--- src/rtl/flash_stat_pkg.sv ---
package flash_stat_pkg;
  localparam int unsigned STAT_W   = 8;
  localparam int unsigned BIT_IE   = 7;
  localparam int unsigned BIT_DONE = 6;
  localparam int unsigned BIT_WEN  = 5;
  localparam int unsigned BIT_RDY  = 4;

  typedef struct packed {
    logic ie;
    logic done;
    logic wen;
  } ctl_t;
endpackage

--- src/rtl/rdy_edge_det.sv ---
module rdy_edge_det #(
  parameter int unsigned SYNC_STAGES = 2
) (
  input  logic clk,
  input  logic rst,
  input  logic rdy_i,
  output logic rdy_s_o,
  output logic rise_o
);
  localparam int unsigned LAST = SYNC_STAGES - 1;

  logic [SYNC_STAGES-1:0] sync_q;
  logic                   prev_q;

  // Reset holds the chain and the previous sample at "ready".
  always_ff @(posedge clk) begin
    if (rst) begin
      sync_q <= '1;
      prev_q <= 1'b1;
    end else begin
      sync_q <= {sync_q[SYNC_STAGES-2:0], rdy_i};
      prev_q <= sync_q[LAST];
    end
  end

  assign rdy_s_o = sync_q[LAST];
  assign rise_o  = sync_q[LAST] & ~prev_q;


  rise_single_chk: assert property (@(posedge clk) disable iff (rst)
    rise_o |=> !rise_o);
endmodule

--- src/rtl/stat_ctrl_reg.sv ---
module stat_ctrl_reg
  import flash_stat_pkg::*;
(
  input  logic clk,
  input  logic rst,
  input  logic wr_hit_i,
  input  logic wr_ie_i,
  input  logic wr_done_i,
  input  logic wr_wen_i,
  input  logic rise_i,
  output ctl_t ctl_o
);
  ctl_t ctl_q;

  always_ff @(posedge clk) begin
    if (rst) begin
      ctl_q <= '0;
    end else begin
      if (wr_hit_i) begin
        ctl_q.ie  <= wr_ie_i;
        ctl_q.wen <= wr_wen_i;
      end
      // Completion edge has priority over a software clear.
      if (rise_i)
        ctl_q.done <= 1'b1;
      else if (wr_hit_i && !wr_done_i)
        ctl_q.done <= 1'b0;
    end
  end

  assign ctl_o = ctl_q;


  done_set_chk: assert property (@(posedge clk) disable iff (rst)
    rise_i |=> ctl_q.done);

  done_rise_src_chk: assert property (@(posedge clk) disable iff (rst)
    $rose(ctl_q.done) |-> $past(rise_i));

  done_fall_src_chk: assert property (@(posedge clk) disable iff (rst)
    $fell(ctl_q.done) |-> $past(wr_hit_i && !wr_done_i));

  ie_hold_chk: assert property (@(posedge clk) disable iff (rst)
    !wr_hit_i |=> $stable(ctl_q.ie) && $stable(ctl_q.wen));
endmodule

--- src/rtl/flash_wr_gate.sv ---
module flash_wr_gate (
  input  logic clk,
  input  logic rst,
  input  logic cpu_wr_i,
  input  logic en_i,
  output logic wr_o
);
  assign wr_o = cpu_wr_i & en_i;


  gate_block_chk: assert property (@(posedge clk) disable iff (rst)
    !en_i |-> !wr_o);
endmodule

--- src/rtl/flash_stat_reg.sv ---
module flash_stat_reg
  import flash_stat_pkg::*;
#(
  parameter int unsigned     ADDR_W      = 16,
  parameter logic [ADDR_W-1:0] REG_ADDR  = 16'h07C0,
  parameter int unsigned     SYNC_STAGES = 2
) (
  input  logic              clk,
  input  logic              rst,
  input  logic [ADDR_W-1:0] bus_addr,
  input  logic              bus_wr,
  input  logic [7:0]        bus_wdata,
  output logic [7:0]        status_o,
  input  logic              seq_rdy_i,
  input  logic              cpu_flash_wr_i,
  output logic              flash_wr_o,
  output logic              irq_o
);
  logic wr_hit;
  logic rdy_s;
  logic rise;
  ctl_t ctl;
  logic unused_wdata;

  assign wr_hit       = bus_wr && (bus_addr == REG_ADDR);
  assign unused_wdata = &{1'b0, bus_wdata[3:0], bus_wdata[BIT_RDY]};

  rdy_edge_det #(.SYNC_STAGES(SYNC_STAGES)) u_edge (
    .clk     (clk),
    .rst     (rst),
    .rdy_i   (seq_rdy_i),
    .rdy_s_o (rdy_s),
    .rise_o  (rise)
  );

  stat_ctrl_reg u_reg (
    .clk       (clk),
    .rst       (rst),
    .wr_hit_i  (wr_hit),
    .wr_ie_i   (bus_wdata[BIT_IE]),
    .wr_done_i (bus_wdata[BIT_DONE]),
    .wr_wen_i  (bus_wdata[BIT_WEN]),
    .rise_i    (rise),
    .ctl_o     (ctl)
  );

  flash_wr_gate u_gate (
    .clk      (clk),
    .rst      (rst),
    .cpu_wr_i (cpu_flash_wr_i),
    .en_i     (ctl.wen),
    .wr_o     (flash_wr_o)
  );

  always_comb begin
    status_o           = '0;
    status_o[BIT_IE]   = ctl.ie;
    status_o[BIT_DONE] = ctl.done;
    status_o[BIT_WEN]  = ctl.wen;
    status_o[BIT_RDY]  = rdy_s;
  end

  assign irq_o = ctl.ie & ctl.done;


  irq_needs_ie_chk: assert property (@(posedge clk) disable iff (rst)
    irq_o |-> status_o[BIT_IE] && status_o[BIT_DONE]);

  no_fall_set_chk: assert property (@(posedge clk) disable iff (rst)
    !rise && !status_o[BIT_DONE] |=> !status_o[BIT_DONE]);
endmodule

--- config.mk ---
export PLATFORM = sky130hd
export DESIGN_NAME = flash_stat_reg
export DESIGN_NICKNAME = d
export VERILOG_FILES = /design/src/rtl/flash_stat_pkg.sv /design/src/rtl/rdy_edge_det.sv /design/src/rtl/stat_ctrl_reg.sv /design/src/rtl/flash_wr_gate.sv /design/src/rtl/flash_stat_reg.sv
export SDC_FILE = /design/constraint.sdc
export NUM_CORES = 1
export LEC_CHECK = 0
export ABC_AREA = 1
export BUFFER_PORTS_ARGS = -buffer_cell sky130_fd_sc_hd__buf_2
export CAP_MARGIN = 0
export CORE_AREA = 2 2 39 41
export DETAILED_ROUTE_END_ITERATION = 7
export DIE_AREA = 0 0 41 43
export PLACE_DENSITY = 0.63
export REMOVE_ABC_BUFFERS = 1
export SYNTH_ARGS = -nofsm -noshare
export SYNTH_HDL_FRONTEND = slang
export SYNTH_HIERARCHICAL = 1
export SYNTH_SLANG_ARGS = --single-unit
--- constraint.sdc ---
create_clock -name clk -period 1.2 [get_ports clk]
set_clock_uncertainty 0.05 [all_clocks]
set_input_delay 0.12 -clock clk [delete_from_list [all_inputs] [get_ports clk]]
set_output_delay 0.12 -clock clk [all_outputs]
set_load 0.05 [all_outputs]
* After elaboration in Yosys (flattened, before gate mapping)
Cells that the tools add are included.
Storage, ports and cells: flip-flop bits (word level) 6, input bits 29, output and inout port bits 10, word-level logic and storage cells 16
Cells by class: equal/unequal tests 1, mux-type cells 2, bitwise gates (word level) 4, reductions and logical operators 4
Operators with widths (number):
- $eq A16 B11 Y1 const B | 1
- $and A1 B1 Y1 | 3
- $logic_and A1 B1 Y1 | 2
- $mux W1 | 2
- $reduce_bool A2 Y1 | 1
- $logic_not A1 Y1 | 1
- $not A1 Y1 | 1

* Logic depth before layout (Yosys ltp)
Gate-level depths: netlist of the first run.
depth in word-level cells 5, depth in mapped cells 8

* Hierarchy
Netlist of the first run, hierarchy kept.
By module, submodules not included:
- flash_stat_reg | instances 1, cells an instance 27, area an instance 123.9 um^2
- stat_ctrl_reg | instances 1, cells an instance 15, area an instance 108.9 um^2
- rdy_edge_det | instances 1, cells an instance 11, area an instance 92.6 um^2
- flash_wr_gate | instances 1, cells an instance 2, area an instance 7.5 um^2

* Least setup slack after synthesis of the first run
OpenSTA, ideal clock, no wires.
kind register to output, start register u_reg.ctl_q (netlist bit u_reg/ctl_o[2]), end output port irq_o, arrival 1.052 ns, setup slack -0.022 ns, cell stages (with the launch flop) 3, path buffers 0, cells stage by stage dfxtp_1 nand2_1 inv_1
Between the ends: cells in the longest elaborated chain, start to end 1
Ends and longest elaborated chain:
- start: declaration | RTL line stat_ctrl_reg.sv:13 | ctl_t ctl_q;
- $and A1 B1 Y1 | RTL line flash_stat_reg.sv:63 | assign irq_o = ctl.ie & ctl.done;
- end: declaration | RTL line flash_stat_reg.sv:17 | output logic irq_o
No other way between the ends.

* Worst setup path in the final report of the first run
Same ends and word-level chain as after synthesis.

==> run summary, run 1 <==
Power density over cell area - 965 nW/um2
Min-Delay Path Class - in2reg
Kind of start point of the critical path - flip-flop
First-pass iteration count of the detailed router - 1
Number of vias after detailed routing - 377
Die Outline Area - 1760 um2
Global routing met3 resource utilization - 6.28%
CTS tree - built
Worst path bufs/invs - 2
Peak supply drop - 0.908 mV
Detail-routed via count per cell - 3.73
Delay of the slowest critical-path stage - 0.34 ns
Place WS - 0.145 ns
Final setup violation count - 0
Unrepaired setup endpoints after global routing - no
Portion of the post-synthesis area used by sequential elements - 36.1%
Area of the core - 1380 um2
Critical path type - reg2out
Root buffer selected by CTS - sky130_fd_sc_hd__clkbuf_4
First-pass GRT wire length - 1060 um
Sum of overflow across all layers after global routing - 0
Clock input transition at the sequential cells of the worst setup and hold paths - 0.04 ns
Series of cell instances along the critical path - nand2_1, inv_1, buf_2
Buffers added on ports - 29
Initial antenna violation count - 0
Depth of the worst register-to-register path - 4
Number of max-cap violations - 0
Worst R2R Start - u_edge/sync_q[1]$_SDFF_PP1_
DPL Wire Length - 611 um
Clock network latency to the later pin of the worst-skew pair - 0.24 ns
Kind of end point of the critical path - primary output
Endpoint of the worst hold path - u_edge/sync_q[0]$_SDFF_PP1_
Sum Neg Setup Slack - 0 ns
Post-cts resize count - 0
Remaining antenna violation count - 0
Starting Density - 24.1%
Met2 routing resource usage after global routing - 15.3%
WHS - 0.0144 ns
Combined area of all synthesized cells - 333 um2
Total DRC errors in the routed layout - 0
Synth Instances - 55
Synth unique cells - 10
Die height - 43 um
Row Count - 14
Slew Limit Fails - 0
Cell area after placement - 472 um2
Syn avg cell area - 6.05 um2
Worst-path cell with the longest stage delay - sky130_fd_sc_hd__dfxtp_1
Hold path depth - 3
Critical Path RT - 1.03 ns
Final Net Count - 116
Cell family with the largest share of critical-path delay - flip-flops
H-tree level count - 1
GR met1 Demand/Resource - 7.42%
LEAKAGE - 0.316 nW
Routability-driven placement congestion ratio - 0.593
Arrival @ worst endpoint - 0.92 ns
Horizontal die dimension - 41 um
Per-cell routed wire length - 6.73 um
Fraction of layout cells with a size suffix above 1 - 38.8%
Maximum clock path buffer count - 2
Synthesis warning total - 6
Clk sink count - 6
Shortest clock period the worst path allows after layout - 1.09 ns
Synthesis-to-layout area growth - 48.5%
Post-Route WL - 680 um
Result of the run - finished clean
Number of global-route vias before repair - 330
Area of all placed cells without fillers - 494 um2
Post-route worst setup slack - 0.109 ns
Antenna fix cells - 0
Post-CTS setup buffer count - 0
Setup slack of the worst register-to-register path - 0.49 ns
Overall track demand over capacity in global routing - 8.74%
Critical path fanouts, max - 3
Count of endpoints failing hold in the final timing report - 0
Iteration-0 DRC Markers - 0
Maximum number of pins on one net before global-route repair - 5
Leading cell type in the layout, fill and taps excluded - sky130_fd_sc_hd__buf_2
Peak Freq - 0.917 GHz
TritonCTS buffer count - 3
Post-route clock period utilization - 90.9%
Final core utilization - 35.7%
Hold Path Origin - seq_rdy_i
Number of top-level pins - 39
Number of register bits inferred by synthesis - 6
Hold bufs inserted after CTS - 0
Highest-count cells in the layout ignoring fill and taps - 29 x sky130_fd_sc_hd__buf_2, 16 x sky130_fd_sc_hd__nand2_1, 15 x sky130_fd_sc_hd__inv_1
Most used routing layer - met2
Endpoint of the most critical register-to-register path - u_reg/ctl_o[1]$_SDFFE_PP0P_
## registers in the layout, indices dropped and copies added, names as in the netlist
signal and flops:
u_edge/prev_q 1, u_edge/sync_q 2, u_reg/ctl_o 3
## worst max-delay path by stage
stage | from | endpoint | slack [ns] | cells after the start
floorplan | u_reg/ctl_o[2]$_SDFFE_PP0P_ | irq_o | -0.02 | 2
global route | u_reg/ctl_o[2]$_SDFFE_PP0P_ | irq_o | 0.05 | 3
global placement | bus_addr[12] | u_reg/ctl_o[0]$_SDFFE_PP0P_ | 0.16 | 9
detailed placement | bus_addr[11] | u_reg/ctl_o[0]$_SDFFE_PP0P_ | 0.15 | 9
CTS | u_reg/ctl_o[2]$_SDFFE_PP0P_ | irq_o | 0.1 | 3
finish | u_reg/ctl_o[2]$_SDFFE_PP0P_ | irq_o | 0.11 | 3
## cell type report
| class | count | area, um2 |
|---|---|---|
| fillers | 161 | 890 |
| repair buffers | 29 | 145 |
| multi-input cells | 32 | 130 |
| flip-flops and latches | 6 | 120 |
| inverters | 15 | 56.3 |
| clock buffers | 3 | 22.5 |
| well taps | 16 | 20.0 |
## logic make-up (layout without fill, tap and decap cells)
group                  after synthesis  in the layout  share of synthesized area, %
AND/OR/NAND/NOR                     25             25                          30.1
AO/OA/AOI/OAI                        3              3                          4.51
flip-flops                           6              6                          36.1
other                                1              4                          1.13
buffers and inverters               20             47                          28.2
## metal layers
layer | share of wire, % | vias up
li1 | - | 206
met1 | 39 | 149
met2 | 46 | 22
met3 | 16 | 0
met4 | 0 | 0
met5 | 0 | -
## metrics by stage
stage,cells,power (mW)
after floorplan,53,0.264
after global placement,98,0.304
after detailed placement,98,0.305
after CTS,101,0.488
after global routing,101,0.509
final,101,0.477
## synth_stat cells
cell type | count | area share, %
sky130_fd_sc_hd__nand3_1 | 1 | 1.5
sky130_fd_sc_hd__buf_4 | 5 | 11
sky130_fd_sc_hd__nand4_1 | 1 | 1.9
sky130_fd_sc_hd__nor2_2 | 1 | 1.9
sky130_fd_sc_hd__conb_1 | 1 | 1.1
sky130_fd_sc_hd__inv_1 | 15 | 17
sky130_fd_sc_hd__nand2_1 | 16 | 18
sky130_fd_sc_hd__nor2_1 | 6 | 6.8
sky130_fd_sc_hd__dfxtp_1 | 6 | 36
sky130_fd_sc_hd__a21oi_1 | 3 | 4.5
## tightest hold or removal path, stage by stage
cell and delay (ns):
sky130_fd_sc_hd__buf_2 0.07, sky130_fd_sc_hd__inv_1 0.03, sky130_fd_sc_hd__nand2_1 0.05
## report_power, final
group / switching, mW / leakage, nW / internal, mW / total, mW
registers: 0.00212 / 0.0490 / 0.205 / 0.208
clock network: 0.0631 / 0.0138 / 0.112 / 0.176
logic: 0.0584 / 0.253 / 0.0354 / 0.0938
total: 0.124 / 0.316 / 0.353 / 0.477
No activity file was read; power rests on OpenSTA's default activity.
==> inputs of run 2 (changes only) <==
--- a/config.mk
+++ b/config.mk
@@ -13,7 +13,9 @@
 export DIE_AREA = 0 0 41 43
 export PLACE_DENSITY = 0.63
 export REMOVE_ABC_BUFFERS = 1
+export SETUP_SLACK_MARGIN = 0.15
 export SYNTH_ARGS = -nofsm -noshare
 export SYNTH_HDL_FRONTEND = slang
 export SYNTH_HIERARCHICAL = 1
 export SYNTH_SLANG_ARGS = --single-unit
+export TNS_END_PERCENT = 100
==> run 2 against run 1 <==
Effect of this change: clock-buffer cell count stayed put; design area rose by 3.3%; combinational power hardly changed; total power hardly changed; flip-flop and latch count unchanged; hold slack unchanged; sequential power hardly changed; critical endpoint is now status_o[6].
==> run summary, run 2 (synthesis gave the netlist of run 1 again) <==
Initial antenna violation count - 0 (unchanged)
Maximum clock path buffer count - 2 (unchanged)
Maximum number of pins on one net before global-route repair - 5 (unchanged)
First-pass GRT wire length - 1060 um (unchanged)
Peak supply drop - 0.908 mV (about the same)
Combinational Power Share - 19.7% (about the same)
Total DRC errors in the routed layout - 0 (unchanged)
Final standard cell count with taps included and fillers excluded - 101 (unchanged)
Area taken by flip-flops and latches - 124 um2 (+3.1%)
Post-CTS setup buffer count - 0 (unchanged)
Peak Freq - 1.01 GHz (+9.8%)
Iteration-0 DRC Markers - 0 (unchanged)
Leading cell type in the layout, fill and taps excluded - sky130_fd_sc_hd__buf_2
Critical path fanouts, max - 3 (unchanged)
Area taken by multi-input logic gates - 130 um2 (unchanged)
Number of top-level pins - 39 (unchanged)
Fraction of layout cells with a size suffix above 1 - 42.4% (+3.5 points)
Cell family with the largest share of critical-path delay - flip-flops
Routability-driven placement congestion ratio - 0.593 (unchanged)
Row Count - 14 (unchanged)
CTS tree - built
Remaining antenna violation count - 0 (unchanged)
Final Net Count - 116 (unchanged)
Worst R2R Start - u_edge/sync_q[1]$_SDFF_PP1_
Pint - 0.353 mW (about the same)
Worst path bufs/invs - 1 (-1)
DPL Wire Length - 611 um (unchanged)
Overall track demand over capacity in global routing - 8.74% (unchanged)
Series of cell instances along the critical path - buf_2
Clk sink count - 6 (unchanged)
Critical Path RT - 1.03 ns (about the same)
Arrival @ worst endpoint - 0.82 ns (-0.10 ns)
Post-route clock period utilization - 82.8% (-8.1 points)
Horizontal die dimension - 41 um (unchanged)
Number of max-cap violations - 0 (unchanged)
Critical path type - reg2out
Post-Route WL - 683 um (+0.44%)
Unrepaired setup endpoints after global routing - no
Die height - 43 um (unchanged)
Kind of end point of the critical path - primary output
Antenna fix cells - 0 (unchanged)
Detail-routed via count per cell - 3.75 (+0.53%)
First-pass iteration count of the detailed router - 1 (unchanged)
Kind of start point of the critical path - flip-flop
Portion of total power attributed to sequential cells - 43.5% (about the same)
Sum of overflow across all layers after global routing - 0 (unchanged)
Area of the core - 1380 um2 (unchanged)
Hold Path Origin - seq_rdy_i
Root buffer selected by CTS - sky130_fd_sc_hd__clkbuf_4
Number of placed instances with taps included - 98 (unchanged)
Final setup violation count - 0 (unchanged)
Count of endpoints failing hold in the final timing report - 0 (unchanged)
H-tree level count - 1 (unchanged)
Hold bufs inserted after CTS - 0 (unchanged)
Delay of the slowest critical-path stage - 0.33 ns (about the same)
TritonCTS buffer count - 3 (unchanged)
Slew Limit Fails - 0 (unchanged)
Clock input transition at the sequential cells of the worst setup and hold paths - 0.04 ns (about the same)
LEAKAGE - 0.319 nW (+0.83%)
Start point of the critical path - u_reg/ctl_o[1]$_SDFFE_PP0P_
Worst-path cell with the longest stage delay - sky130_fd_sc_hd__dfxtp_2
Buffers added on ports - 29 (unchanged)
Min-Delay Path Class - in2reg
Post-cts resize count - 2 (+2)
Net switching power - 0.124 mW (about the same)
Result of the run - finished clean
Shortest clock period the worst path allows after layout - 0.993 ns (-0.0977 ns)
Number of vias after detailed routing - 379 (+0.53%)
Fill cell instance count of the final layout - 154 (-4.3%)
Net switching fraction of the power - 25.9% (about the same)
Power density over cell area - 935 nW/um2 (-3.1%)
Highest-count cells in the layout ignoring fill and taps - 27 x sky130_fd_sc_hd__buf_2, 16 x sky130_fd_sc_hd__nand2_1, 15 x sky130_fd_sc_hd__inv_1
Synthesis-to-layout area growth - 53.4%
Number of global-route vias before repair - 330 (unchanged)
Starting Density - 24.1% (unchanged)
WHS - 0.0144 ns (unchanged)
Clock network latency to the later pin of the worst-skew pair - 0.24 ns (about the same)
Max reg flops - 3 (unchanged)
Clock Power Share - 36.8% (about the same)
Die Outline Area - 1760 um2 (unchanged)
Per-cell routed wire length - 6.76 um (+0.44%)
run 2: cell counts in the layout (fill, tap and decap cells not counted):
No cell type changed its count.
run 2: layout make-up:
type	count	area share, %
sequential	6	24.3
clock buffer	3	4.41
tap	16	3.92
timing repair buffer	29	30.9
inverter	15	11.0
multi-input combinational	32	25.5
run 2: worst paths after layout:
check	end	slack, ns	depth (start not counted)
setup / recovery	status_o[6]	0.21	1
hold / removal	u_edge/sync_q[0]$_SDFF_PP1_	0.01	3
setup reg to reg	u_reg/ctl_o[1]$_SDFFE_PP0P_	0.49	4
hold reg to reg	u_edge/sync_q[1]$_SDFF_PP1_	0.35	2
run 2: per-stage QoR:
stage	area, um2	util [%]	power (mW)	worst slack (ns)	setup TNS, ns
2_1_floorplan	307	-	0.264	-0.0221	-0.0353
3_3_place_gp	472	34.1	0.304	0.163	0
3_5_place_dp	472	34.1	0.305	0.145	0
4_1_cts	499	36.1	0.488	0.155	0
5_1_grt	510	36.9	0.510	0.156	0
6_report	510	36.9	0.477	0.207	0
run 2: layer usage:
layer / vias to the layer above / track usage (%) / share of wire, %
li1: 206 / - / -
met4: 0 / 2.00 / 0
met2: 22 / 15.3 / 46
met3: 0 / 6.28 / 15
met5: - / 0 / 0
met1: 151 / 7.42 / 39
run 2: power by group through the flow:
stage          registers (mW)  clock network, mW  logic (mW)
2_1_floorplan           0.220                  0      0.0442
3_3_place_gp            0.211                  0      0.0927
3_5_place_dp            0.211                  0      0.0946
4_1_cts                 0.207              0.186      0.0948
5_1_grt                 0.208              0.197       0.105
6_report                0.208              0.176      0.0938
==> inputs of run 3 (changes only) <==
==> constraint.sdc (replaced) <==
create_clock -name clk -period 1.02 [get_ports clk]
set_clock_uncertainty 0.05 [all_clocks]
set_input_delay 0.102 -clock clk [delete_from_list [all_inputs] [get_ports clk]]
set_output_delay 0.102 -clock clk [all_outputs]
set_load 0.05 [all_outputs]
==> run 3 against run 2 <==
Effect of this change: global-route usage is 0.50 points higher; flip-flop and latch count stayed put; critical endpoint is now irq_o; setup slack worse by 0.16 ns; total power is 19% higher; critical path depth is 2 higher; non-clock buffer count is 2 higher; die area stayed put.
==> run summary, run 3 (synthesis gave the netlist of run 1 again) <==
Result of the run - finished clean
Number of placed instances with taps included - 98 (unchanged)
Highest-count cells in the layout ignoring fill and taps - 23 x sky130_fd_sc_hd__buf_2, 16 x sky130_fd_sc_hd__nand2_1, 15 x sky130_fd_sc_hd__inv_1
Detail-routed via count per cell - 3.83 (+1.9%)
Maximum number of pins on one net before global-route repair - 5 (unchanged)
Iteration-0 DRC Markers - 2 (+2)
Worst-path cell with the longest stage delay - sky130_fd_sc_hd__dfxtp_2
Leading cell type in the layout, fill and taps excluded - sky130_fd_sc_hd__buf_2
Kind of end point of the critical path - primary output
Final setup violation count - 0 (unchanged)
Hold Path Origin - rst
Number of max-cap violations - 0 (unchanged)
Post-route clock period utilization - 94.9%
Depth of the worst register-to-register path - 4 (unchanged)
Final Net Count - 118 (+1.7%)
Critical path type - reg2out
Peak Freq - 1.03 GHz
Area of the core - 1380 um2 (unchanged)
DPL Wire Length - 611 um (unchanged)
Endpoint of the most critical register-to-register path - u_reg/ctl_o[1]$_SDFFE_PP0P_
Sum of overflow across all layers after global routing - 0 (unchanged)
Arrival @ worst endpoint - 0.82 ns (about the same)
Start point of the critical path - u_reg/ctl_o[1]$_SDFFE_PP0P_
CTS tree - built
Row Count - 14 (unchanged)
Starting Density - 24.1% (unchanged)
Post-route worst setup slack - 0.0519 ns (-0.155 ns)
Number of vias after detailed routing - 394 (+4.0%)
Net switching fraction of the power - 25.8% (-0.10 points)
Shortest clock period the worst path allows after layout - 0.968 ns
Buffers added on ports - 29 (unchanged)
Antenna fix cells - 0 (unchanged)
Unrepaired setup endpoints after global routing - yes
Place WS - -0.0169 ns (-0.162 ns)
Area taken by flip-flops and latches - 125 um2 (+1.0%)
Die Outline Area - 1760 um2 (unchanged)
Clock input transition at the sequential cells of the worst setup and hold paths - 0.04 ns (about the same)
Number of global-route vias before repair - 347 (+5.2%)
Pint - 0.423 mW (+20%)
Net switching power - 0.147 mW (+19%)
First-pass GRT wire length - 1120 um (+5.9%)
Setup slack of the worst register-to-register path - 0.29 ns (-0.20 ns)
Critical path fanouts, max - 3 (unchanged)
Maximum clock path buffer count - 2 (unchanged)
Clk sink count - 6 (unchanged)
Min-Delay Path Class - in2reg
Die height - 43 um (unchanged)
Count of endpoints failing hold in the final timing report - 0 (unchanged)
Total DRC errors in the routed layout - 0 (unchanged)
Remaining antenna violation count - 0 (unchanged)
Final standard cell count with taps included and fillers excluded - 103 (+2.0%)
TritonCTS buffer count - 3 (unchanged)
Slew Limit Fails - 0 (unchanged)
Fraction of layout cells with a size suffix above 1 - 44.8% (+2.5 points)
Clock network latency to the later pin of the worst-skew pair - 0.24 ns (about the same)
Combinational Power Share - 20.6% (+0.9 points)
Peak supply drop - 1.08 mV (+19%)
Clock Power Share - 36.3% (-0.5 points)
Overall track demand over capacity in global routing - 9.25% (+0.50 points)
Root buffer selected by CTS - sky130_fd_sc_hd__clkbuf_4
Number of top-level pins - 39 (unchanged)
Fill cell instance count of the final layout - 152 (-1.3%)
Power density over cell area - 1020 nW/um2 (+8.7%)
Area taken by multi-input logic gates - 133 um2 (+1.9%)
Delay of the slowest critical-path stage - 0.33 ns (about the same)
Synthesis-to-layout area growth - 68.4%
LEAKAGE - 0.335 nW (+5.1%)
Routability-driven placement congestion ratio - 0.593 (about the same)
Critical path destination - irq_o
Horizontal die dimension - 41 um (unchanged)
Max reg flops - 3 (unchanged)
Portion of total power attributed to sequential cells - 43.1% (-0.4 points)
Kind of start point of the critical path - flip-flop
Per-cell routed wire length - 7.05 um (+4.2%)
H-tree level count - 1 (unchanged)
Worst R2R Start - u_edge/sync_q[1]$_SDFF_PP1_
Series of cell instances along the critical path - nand2_1, inv_1, buf_6
First-pass iteration count of the detailed router - 4 (+3)
Critical Path RT - 0.87 ns (-0.16 ns)
Post-Route WL - 726 um (+6.3%)
Initial antenna violation count - 0 (unchanged)
## run 3: cell count changes in the layout (fill, tap and decap cells not counted)
| cell | change |
|---|---|
| sky130_fd_sc_hd__buf_8 | +2 |
| sky130_fd_sc_hd__buf_6 | +1 |
| sky130_fd_sc_hd__dfxtp_1 | -1 |
| sky130_fd_sc_hd__buf_2 | -4 |
| sky130_fd_sc_hd__nor2_2 | +1 |
| sky130_fd_sc_hd__nor2_1 | -1 |
| sky130_fd_sc_hd__dfxtp_2 | +1 |
| sky130_fd_sc_hd__dlygate4sd3_1 | +1 |
| sky130_fd_sc_hd__buf_4 | +2 |
## run 3: worst min-delay path by stage
stage                                              to  cells past startpoint
after global placement    u_edge/sync_q[0]$_SDFF_PP1_                      3
after global routing      u_reg/ctl_o[1]$_SDFFE_PP0P_                      2
after floorplan           u_reg/ctl_o[0]$_SDFFE_PP0P_                      1
final                     u_reg/ctl_o[1]$_SDFFE_PP0P_                      2
after detailed placement  u_edge/sync_q[0]$_SDFF_PP1_                      3
after CTS                 u_reg/ctl_o[1]$_SDFFE_PP0P_                      2
## run 3: through the flow
stage          utilization, %  setup TNS, ns  cell area [um2]  power, mW  hold slack [ns]
2_1_floorplan               -         -0.422              307      0.310            0.121
3_3_place_gp             34.1              0              472      0.357            0.233
3_5_place_dp             34.1        -0.0334              472      0.359            0.239
4_1_cts                  40.1              0              554      0.581          0.00559
5_1_grt                  40.5       -0.00661              561      0.608          0.00630
6_report                 40.5              0              561      0.570          0.00956
## run 3: power by group through the flow
stage	clock, mW	sequential, mW	combinational (mW)
floorplan	0	0.258	0.0520
global placement	0	0.248	0.109
detailed placement	0	0.248	0.111
finish	0.207	0.245	0.117
CTS	0.219	0.245	0.117
global route	0.232	0.245	0.131
## run 3: metal layers
| metal | wire length [um] | part of all wire [%] | GRT usage [%] | vias up |
|---|---|---|---|---|
| li1 | - | - | - | 210 |
| met1 | 270 | 37 | 7.42 | 160 |
| met2 | 355 | 49 | 16.9 | 24 |
| met3 | 101 | 14 | 6.28 | 0 |
| met4 | 0 | 0 | 2.00 | 0 |
| met5 | 0 | 0 | 0 | - |
## run 3: what timing repair did
action,4_1_cts,5_1_grt
endpoints found under the hold margin,1,0
setup endpoints to repair,6,9
setup buffers,1,0
resized for setup,16,2
cloned,0,0
hold buffers,1,0
## run 3: area by class of cell
| cell class | count | area share [%] |
|---|---|---|
| sequential | 6 | 22.3 |
| tap | 16 | 3.57 |
| timing repair buffer | 31 | 36.4 |
| multi-input combinational | 32 | 23.7 |
| clock buffer | 3 | 4.02 |
| inverter | 15 | 10.0 |
## run 3: worst max-delay path: cells and delay by family (launching register included)
family | cells | cell delay [ns]
simple gates | 1 | 0.05
buf+inv | 2 | 0.21
flops | 1 | 0.33
